===== config.mk =====
export PLATFORM = sky130hd
export DESIGN_NAME = gpio_timer_port
export DESIGN_NICKNAME = d
export VERILOG_FILES = /design/src/rtl/gpio_port_pkg.sv /design/src/rtl/gpio_sync.sv /design/src/rtl/gpio_regs.sv /design/src/rtl/gpio_pin_mux.sv /design/src/rtl/gpio_timer_port.sv
export SDC_FILE = /design/constraint.sdc
export NUM_CORES = 1
export LEC_CHECK = 0
export CELL_PAD_IN_SITES_DETAIL_PLACEMENT = 0
export CELL_PAD_IN_SITES_GLOBAL_PLACEMENT = 1
export CORE_MARGIN = 2
export CORE_UTILIZATION = 33
export CTS_CLUSTER_SIZE = 28
export DETAILED_ROUTE_END_ITERATION = 12
export PLACE_DENSITY_LB_ADDON = 0.25
export SETUP_SLACK_MARGIN = 0.15
export SYNTH_ARGS = -nofsm -noshare
export SYNTH_HDL_FRONTEND = slang
export SYNTH_SLANG_ARGS = --single-unit

===== constraint.sdc =====
create_clock -name clk -period 1.1 [get_ports clk]
set_input_delay 0.165 -clock clk [delete_from_list [all_inputs] [get_ports clk]]
set_output_delay 0.165 -clock clk [all_outputs]
set_load 0.01 [all_outputs]

===== src/rtl/gpio_port_pkg.sv =====
package gpio_port_pkg;

  localparam int NUM_TCH = 4;

  typedef enum logic [1:0] {
    RSEL_NONE = 2'd0,
    RSEL_DATA = 2'd1,
    RSEL_DIR  = 2'd2
  } rsel_e;

  // Which timer channel may own a given pin; -1 when none.
  function automatic int pin_chan(input int pin);
    case (pin)
      0:       return 0;
      1:       return 1;
      4:       return 2;
      5:       return 3;
      default: return -1;
    endcase
  endfunction

  // Pin served by a given timer channel.
  function automatic int chan_pin(input int ch);
    case (ch)
      0:       return 0;
      1:       return 1;
      2:       return 4;
      default: return 5;
    endcase
  endfunction

endpackage


===== src/rtl/gpio_sync.sv =====
module gpio_sync #(
  parameter int W      = 7,
  parameter int STAGES = 2
) (
  input  logic         clk,
  input  logic         rst,
  input  logic [W-1:0] d,
  output logic [W-1:0] q
);

  logic [W-1:0] stage_q [STAGES];

  generate
    for (genvar s = 0; s < STAGES; s++) begin : g_stage
      if (s == 0) begin : g_first
        always_ff @(posedge clk) begin
          if (rst) stage_q[0] <= '0;
          else     stage_q[0] <= d;
        end
      end else begin : g_next
        always_ff @(posedge clk) begin
          if (rst) stage_q[s] <= '0;
          else     stage_q[s] <= stage_q[s-1];
        end
      end
    end
  endgenerate

  assign q = stage_q[STAGES-1];

endmodule


===== src/rtl/gpio_regs.sv =====
module gpio_regs
  import gpio_port_pkg::*;
#(
  parameter int PIN_W    = 7,
  parameter int DATA_W   = 8,
  parameter int ADDR_W   = 3,
  parameter int DATA_OFS = 1,
  parameter int DIR_OFS  = 5
) (
  input  logic              clk,
  input  logic              rst,
  input  logic [ADDR_W-1:0] addr,
  input  logic              wr,
  input  logic              rd,
  input  logic [DATA_W-1:0] wdata,
  input  logic [PIN_W-1:0]  pin_sync,
  output logic [PIN_W-1:0]  dir_q,
  output logic [PIN_W-1:0]  latch_q,
  output logic [DATA_W-1:0] rdata
);

  localparam int PAD_W = DATA_W - PIN_W;

  rsel_e            rsel;
  logic [PIN_W-1:0] rd_bits;
  logic             unused_wdata;

  assign unused_wdata = ^wdata[DATA_W-1:PIN_W];

  always_comb begin
    if (addr == ADDR_W'(DATA_OFS))     rsel = RSEL_DATA;
    else if (addr == ADDR_W'(DIR_OFS)) rsel = RSEL_DIR;
    else                               rsel = RSEL_NONE;
  end

  // Data latch: deliberately without reset.
  always_ff @(posedge clk) begin
    if (wr && rsel == RSEL_DATA) latch_q <= wdata[PIN_W-1:0];
  end

  always_ff @(posedge clk) begin
    if (rst)                         dir_q <= '0;
    else if (wr && rsel == RSEL_DIR) dir_q <= wdata[PIN_W-1:0];
  end

  always_comb begin
    case (rsel)
      RSEL_DATA: rd_bits = (dir_q & latch_q) | (~dir_q & pin_sync);
      RSEL_DIR:  rd_bits = dir_q;
      default:   rd_bits = '0;
    endcase
  end

  always_ff @(posedge clk) begin
    if (rst)     rdata <= '0;
    else if (rd) rdata <= {{PAD_W{1'b0}}, rd_bits};
    else         rdata <= '0;
  end

endmodule


===== src/rtl/gpio_pin_mux.sv =====
module gpio_pin_mux
  import gpio_port_pkg::*;
#(
  parameter int PIN_W  = 7,
  parameter int NUM_CH = NUM_TCH
) (
  input  logic                clk,
  input  logic                rst,
  input  logic [PIN_W-1:0]    dir_q,
  input  logic [PIN_W-1:0]    latch_q,
  input  logic [2*NUM_CH-1:0] tmr_sel,
  input  logic [NUM_CH-1:0]   tmr_oe,
  input  logic [NUM_CH-1:0]   tmr_out,
  output logic [PIN_W-1:0]    pad_oe,
  output logic [PIN_W-1:0]    pad_out
);

  logic [PIN_W-1:0] oe_nxt;
  logic [PIN_W-1:0] out_nxt;

  generate
    for (genvar p = 0; p < PIN_W; p++) begin : g_pin
      localparam int CH = pin_chan(p);
      if (CH >= 0 && CH < NUM_CH) begin : g_shared
        logic owned;
        assign owned      = |tmr_sel[2*CH +: 2];
        assign oe_nxt[p]  = owned ? tmr_oe[CH]  : dir_q[p];
        assign out_nxt[p] = owned ? tmr_out[CH] : latch_q[p];
      end else begin : g_plain
        assign oe_nxt[p]  = dir_q[p];
        assign out_nxt[p] = latch_q[p];
      end
    end
  endgenerate

  // Enable and value share one register stage so they change together.
  always_ff @(posedge clk) begin
    if (rst) begin
      pad_oe  <= '0;
      pad_out <= '0;
    end else begin
      pad_oe  <= oe_nxt;
      pad_out <= out_nxt;
    end
  end

endmodule


===== src/rtl/gpio_timer_port.sv =====
module gpio_timer_port
  import gpio_port_pkg::*;
#(
  parameter int PIN_W       = 7,
  parameter int DATA_W      = 8,
  parameter int ADDR_W      = 3,
  parameter int DATA_OFS    = 1,
  parameter int DIR_OFS     = 5,
  parameter int SYNC_STAGES = 2
) (
  input  logic                 clk,
  input  logic                 rst,
  input  logic [ADDR_W-1:0]    bus_addr,
  input  logic                 bus_wr,
  input  logic                 bus_rd,
  input  logic [DATA_W-1:0]    bus_wdata,
  output logic [DATA_W-1:0]    bus_rdata,
  input  logic [PIN_W-1:0]     pin_in,
  output logic [PIN_W-1:0]     pad_oe,
  output logic [PIN_W-1:0]     pad_out,
  input  logic [2*NUM_TCH-1:0] tmr_sel,
  input  logic [NUM_TCH-1:0]   tmr_oe,
  input  logic [NUM_TCH-1:0]   tmr_out,
  output logic [NUM_TCH-1:0]   tmr_cap_in
);

  logic [PIN_W-1:0] pin_sync;
  logic [PIN_W-1:0] dir_q;
  logic [PIN_W-1:0] latch_q;

  gpio_sync #(.W(PIN_W), .STAGES(SYNC_STAGES)) u_sync (
    .clk (clk),
    .rst (rst),
    .d   (pin_in),
    .q   (pin_sync)
  );

  gpio_regs #(
    .PIN_W(PIN_W), .DATA_W(DATA_W), .ADDR_W(ADDR_W),
    .DATA_OFS(DATA_OFS), .DIR_OFS(DIR_OFS)
  ) u_regs (
    .clk      (clk),
    .rst      (rst),
    .addr     (bus_addr),
    .wr       (bus_wr),
    .rd       (bus_rd),
    .wdata    (bus_wdata),
    .pin_sync (pin_sync),
    .dir_q    (dir_q),
    .latch_q  (latch_q),
    .rdata    (bus_rdata)
  );

  gpio_pin_mux #(.PIN_W(PIN_W), .NUM_CH(NUM_TCH)) u_mux (
    .clk     (clk),
    .rst     (rst),
    .dir_q   (dir_q),
    .latch_q (latch_q),
    .tmr_sel (tmr_sel),
    .tmr_oe  (tmr_oe),
    .tmr_out (tmr_out),
    .pad_oe  (pad_oe),
    .pad_out (pad_out)
  );

  generate
    for (genvar k = 0; k < NUM_TCH; k++) begin : g_cap
      assign tmr_cap_in[k] = pin_sync[chan_pin(k)];
    end
  endgenerate

endmodule


### After elaboration in Yosys (flattened, before gate mapping)

Memory sizes are Yosys's and may differ from the RTL's.
Cells that the tools add are included.

* divide/modulo/power cells: 0
* add/sub/neg operators: 0
* reduce and logical (&&, ||, !) cells: 7
* multiply operators: 0
* equal/unequal tests: 4
* shifts and indexed selects: 0
* multiplexer cells: 16
* magnitude comparators: 0
* bitwise operators: 7

Operators by type and width (number)
* 7-bit AND: 2
* 7-bit 2-to-1 mux: 2
* 7-bit one-hot mux with 2 select lines: 1
* 1-bit 2-to-1 mux: 11
* 2-bit OR reduction: 5
* 7-bit NOT: 1
* 7-bit OR: 1
* 2-bit 2-to-1 mux: 2
* 3-bit by 1-bit equality test with 1-bit output, second input constant: 1
* 3-bit equality test, second input constant: 1
* 2-bit by 1-bit equality test with 1-bit output, second input constant: 1
* 2-bit equality test, second input constant: 1
* 1-bit logical AND: 2
* 1-bit OR: 2
* 1-bit NOT: 1

* register bits: 36
* memories: 1
* bits of input ports: 38
* output and inout port bits: 26
* RAM bits: 14
* bits in latches: 0
* memory bits (read-only): 0
* word-level logic and storage cells: 41

Memories
* u_sync.stage_q: words 2, width 7, rd ports 2, clocked after Yosys merged registers in 0, wr ports 2, line gpio_sync.sv:11 `logic [W-1:0] stage_q [STAGES];`

### Depth between registers and ports, before layout

* depth after elaboration: 5
* mapped depth: 3
* depth with buffers taken out: 2

### By module

Synthesis repeated with hierarchy kept, for this count alone.

* cells, all modules: 146
* area total of the unflattened synthesis: 1761.7 um2

Modules (own cells, without submodules)
* gpio_regs: cells each 72, instances 1, area each 850.8 um2, sequential area each 490.5 um2
* gpio_pin_mux: cells each 45, instances 1, area each 503.0 um2, sequential area each 280.3 um2
* gpio_sync: cells each 29, instances 1, area each 407.9 um2, sequential area each 280.3 um2

### Least setup slack after synthesis

OpenSTA, ideal clock, no wires.

* kind: input-to-reg
* start point: input port bus_addr[2]
* end point: register u_regs.latch_q[0] (enable)
* data arrival time: 671 ps
* library setup time: 312 ps
* stages on the path: 2
* required time: 788 ps
* buffers on the path: 1
* path slack: 118 ps
* cell sequence: clkbuf_2 and4bb_2

* longest elaborated chain between the ends: 5
* elaborated cells between the ends (all ways): 6
* classes of those cells: eq/ne: 3; mux: 2; reduce/logical: 1

RTL lines
* start: declaration: line gpio_timer_port.sv:13 `input logic [ADDR_W-1:0] bus_addr,`
* 3-bit equality test: line gpio_regs.sv:32 `else if (addr == ADDR_W'(DIR_OFS)) rsel = RSEL_DIR;`
* 2-bit 2-to-1 mux: line gpio_regs.sv:32
* 2-bit 2-to-1 mux *: line gpio_regs.sv:31 `if (addr == ADDR_W'(DATA_OFS)) rsel = RSEL_DATA;`
* 2-bit by 1-bit equality test with 1-bit output *: line gpio_regs.sv:38 `if (wr && rsel == RSEL_DATA) latch_q <= wdata[PIN_W-1:0];`
* 1-bit logical AND *: line gpio_regs.sv:38
* end signal: assignment: line gpio_regs.sv:38
* end: declaration: line gpio_regs.sv:18 `output logic [PIN_W-1:0] latch_q,`

Mark *: on every way between the ends. The rest lies on a longest branch, timed or not.
A chain may end at the register's enable or synchronous reset.

==> impl_summary.log <==
[metrics] maximum buffer depth of the clock tree: 2
[metrics] P&R area growth vs syn: 53.3%
[metrics] cell area after technology mapping: 1730 sq um
[metrics] Yosys top cell area share: 0.486
[metrics] Setup crit start kind: flip-flop
[metrics] maxcap violations: 0
[metrics] Worst R2R Start: u_sync.stage_q[1][4]$_SDFF_PP0_
[metrics] Synth Area per Inst: 11.7 sq um
[metrics] Synth Area in Compound Gates: 0.0867
[metrics] number of max-slew violations in the final report: 0
[metrics] footprint of the flip-flops and latches: 1070 sq um
[metrics] die width: 76.4 um
[metrics] antenna-violating nets left: 0
[metrics] total count of hold-check failures in the final report: 0
[metrics] fraction of synthesized area in multiplexers: 0.0491
[metrics] # rows: 26
[metrics] leading cell types in the layout, fill and taps excluded: sky130_fd_sc_hd__clkdlybuf4s50_1, sky130_fd_sc_hd__dfxtp_1, sky130_fd_sc_hd__buf_2
[metrics] Design Area, Final: 2660 sq um
[metrics] clock tree root driver cell: sky130_fd_sc_hd__clkbuf_8
[metrics] antenna violations before repair: 0
[metrics] worst supply voltage drop on vdd: 0.934 mV
[metrics] max incr delay on CP: 340 ps
[metrics] Synth Area in Simple Gates: 0.210
[metrics] overall track demand over capacity in global routing: 0.132
[metrics] Remaining DRCs: 0
[metrics] final RePlAce weighted congestion: 0.685
[metrics] Post-Route WL: 3.82 mm
[metrics] sum of net half-perimeters after detailed placement: 2.77 mm
[metrics] total setup violations reported at the end of the flow: 0
[metrics] required time of the worst setup path: 1330 ps
[metrics] data arrival at the endpoint of the critical path: 1190 ps
[metrics] boundary pin count: 64
[metrics] number of warning messages in the yosys log: 0
[metrics] placement-stage worst setup slack: -442 ps
[metrics] wire length of the first global-routing pass: 6.14 mm
[metrics] number of H-tree levels: 2
[metrics] multi-input gate area in the final layout: 693 sq um
[metrics] final design utilization: 0.523
[metrics] start point of the worst hold path: tmr_sel[3]
[metrics] instance area at placement: 2500 sq um
[metrics] min setup slack post-route: 135 ps
[metrics] number of cells produced by synthesis: 148
[metrics] Starting DRT DRC Count: 15
[metrics] clock transition at the registers of the reported paths: 90 ps
[metrics] share of final-layout standard cells stronger than drive strength 1: 0.438
[metrics] per-cell via count in the routed design: 4.43
[metrics] most common library cell in the layout ignoring fill and taps: sky130_fd_sc_hd__clkdlybuf4s50_1
[metrics] cells along the critical path: buf_4, or3b_1, a21oi_1
[metrics] critical-path cell with the highest stage delay: sky130_fd_sc_hd__or3b_1
[metrics] final worst clock skew: 4.40 ps
[metrics] die extent in y: 76.4 um
[metrics] via count of the first global-routing pass: 1363
[metrics] FF+latch count, synth: 49
[metrics] Setup crit end kind: flip-flop
[metrics] Total Die Area: 5840 sq um
[metrics] combinational family with the most area after synthesis: simple AND/OR/NAND/NOR gates
[metrics] total nets after synthesis: 186
[metrics] critical path class: reg2reg
[metrics] iteration count of the initial detailed-routing pass: 3
[metrics] filler cell count in the final layout: 488
[metrics] Pwr Density: 1360 nW/um^2
[metrics] final routed wire length divided by cell count: 13.0 um
[metrics] cell types occupying the most area after synthesis: sky130_fd_sc_hd__dfxtp_1, sky130_fd_sc_hd__edfxtp_1, sky130_fd_sc_hd__nor2b_1, sky130_fd_sc_hd__or3b_2, sky130_fd_sc_hd__a21oi_1
[metrics] number of nets in the finished design: 261
[metrics] RSZ-0062 raised after global routing: true
[metrics] GRT overflow: 0
[metrics] pin count of the biggest net entering global routing: 16
[metrics] Min-Delay Path Depth: 3
[metrics] synth unique cells: 20
[metrics] area share of fa/ha/maj cells after synthesis: 0
[metrics] fraction of synthesized cell area in xor and xnor cells: 0
[metrics] number of port buffers: 61
[metrics] clock tree from TritonCTS: done
[metrics] sink count of the clock tree: 49
[metrics] proportion of synthesized chip area in sequential cells: 0.607
[metrics] effective utilization at floorplan: 0.341
[metrics] fin crit period: 965 ps
[metrics] Worst Reg2Reg Path Length in Cells: 3
[metrics] area inside the core boundary: 5070 sq um
[metrics] launch point of the worst path: u_sync.stage_q[1][4]$_SDFF_PP0_
[metrics] highest clock frequency the design can meet: 1040 MHz
[metrics] hold slack: 226 ps
[metrics] via count: 1303
[metrics] Max Fanout on Critical Path: 2
[metrics] clock latency on the worst-skew pair: 300 ps
[metrics] final critical-path share of the clock period: 0.877
[metrics] total clock buffers created by CTS: 5
[metrics] worst hold-check path type: in2reg
[metrics] leakage power summed over all cells: 1.07 nW
[metrics] biggest area consumer among synthesized cells: sky130_fd_sc_hd__dfxtp_1
[metrics] run status: completed
[metrics] antenna fix cells: 0
-- sequential cells by signal (all words and copies together), names as in the netlist --
| register | flops |
|---|---|
| u_regs.latch_q | 7 |
| u_mux.pad_oe | 7 |
| u_mux.pad_out | 7 |
| u_sync.stage_q | 14 |
| u_regs.rdata | 7 |
| u_regs.dir_q | 7 |
-- cell usage after synthesis --
master	instances
sky130_fd_sc_hd__mux2_4	3
sky130_fd_sc_hd__clkbuf_1	3
sky130_fd_sc_hd__buf_6	1
sky130_fd_sc_hd__edfxtp_1	7
sky130_fd_sc_hd__buf_4	6
sky130_fd_sc_hd__dfxtp_1	42
sky130_fd_sc_hd__a21oi_1	15
sky130_fd_sc_hd__or3b_1	2
sky130_fd_sc_hd__nand4bb_1	1
sky130_fd_sc_hd__nor2b_1	19
sky130_fd_sc_hd__and4bb_2	1
sky130_fd_sc_hd__clkbuf_2	1
sky130_fd_sc_hd__and4b_1	1
sky130_fd_sc_hd__and2b_1	4
sky130_fd_sc_hd__nand2b_1	8
sky130_fd_sc_hd__mux2i_1	4
sky130_fd_sc_hd__buf_2	1
sky130_fd_sc_hd__conb_1	1
sky130_fd_sc_hd__o21ai_0	15
sky130_fd_sc_hd__or3b_2	13
-- cells by family after synthesis --
| group | count (synthesis) |
|---|---|
| compound gates | 30 |
| buf+inv | 12 |
| flops | 49 |
| mux | 7 |
| other cells | 1 |
| simple gates | 49 |
-- timing repair --
| item | CTS | global route |
|---|---|---|
| hold buffers | 0 | 0 |
| pin swaps | 10 | 4 |
| gates resized for setup | 143 | 13 |
| setup buffers | 3 | 2 |
| endpoints found under the setup margin | 54 | 15 |
| hold endpoints to repair | 0 | 0 |
-- path summary, 6_finish.rpt --
kind	end	slack [ps]
worst min register to register	u_sync.stage_q[1][0]$_SDFF_PP0_	440
worst max register to register	u_regs.rdata[4]$_SDFF_PP0_	140
worst max-delay path	u_regs.rdata[4]$_SDFF_PP0_	140
worst min-delay path	u_mux.pad_oe[1]$_SDFF_PP0_	230
-- critical path, delay by kind of cell, from the launching register on --
family	cells	cell delay [ps]
buf+inv	1	90
simple gates	1	340
flops	1	330
compound gates	1	130
-- per-layer routing --
metal  vias to the layer above  GRT usage  wire (um)
met5                         -          0          0
met4                         0     0.0600         70
met3                         7     0.0403        204
met2                        33      0.238       2020
met1                       610      0.142       1530
li1                        653          -          -
-- power breakdown --
part,switching [mW],internal [mW],leakage [nW]
logic,0.145,0.245,0.598
clock network,0.585,0.739,0.0574
registers,0.0199,1.88,0.415
total,0.749,2.86,1.07
-- area by class of cell --
cell class,count,share of cell area
Timing Repair Buffer,80,0.258
Sequential cell,49,0.403
Multi-Input combinational cell,87,0.261
Clock buffer,6,0.0311
Clock inverter,2,0.0141
Tap cell,70,0.0330
-- through the flow --
| step | total power, mW | std cells | TNS [ps] |
|---|---|---|---|
| 2_1_floorplan | 2.07 | 148 | 0 |
| 3_3_place_gp | 2.31 | 281 | -8780 |
| 3_5_place_dp | 2.33 | 281 | -9850 |
| 4_1_cts | 3.64 | 292 | 0 |
| 5_1_grt | 3.74 | 294 | 0 |
| 6_report | 3.61 | 294 | 0 |
Power figures use the tool's default switching activity.
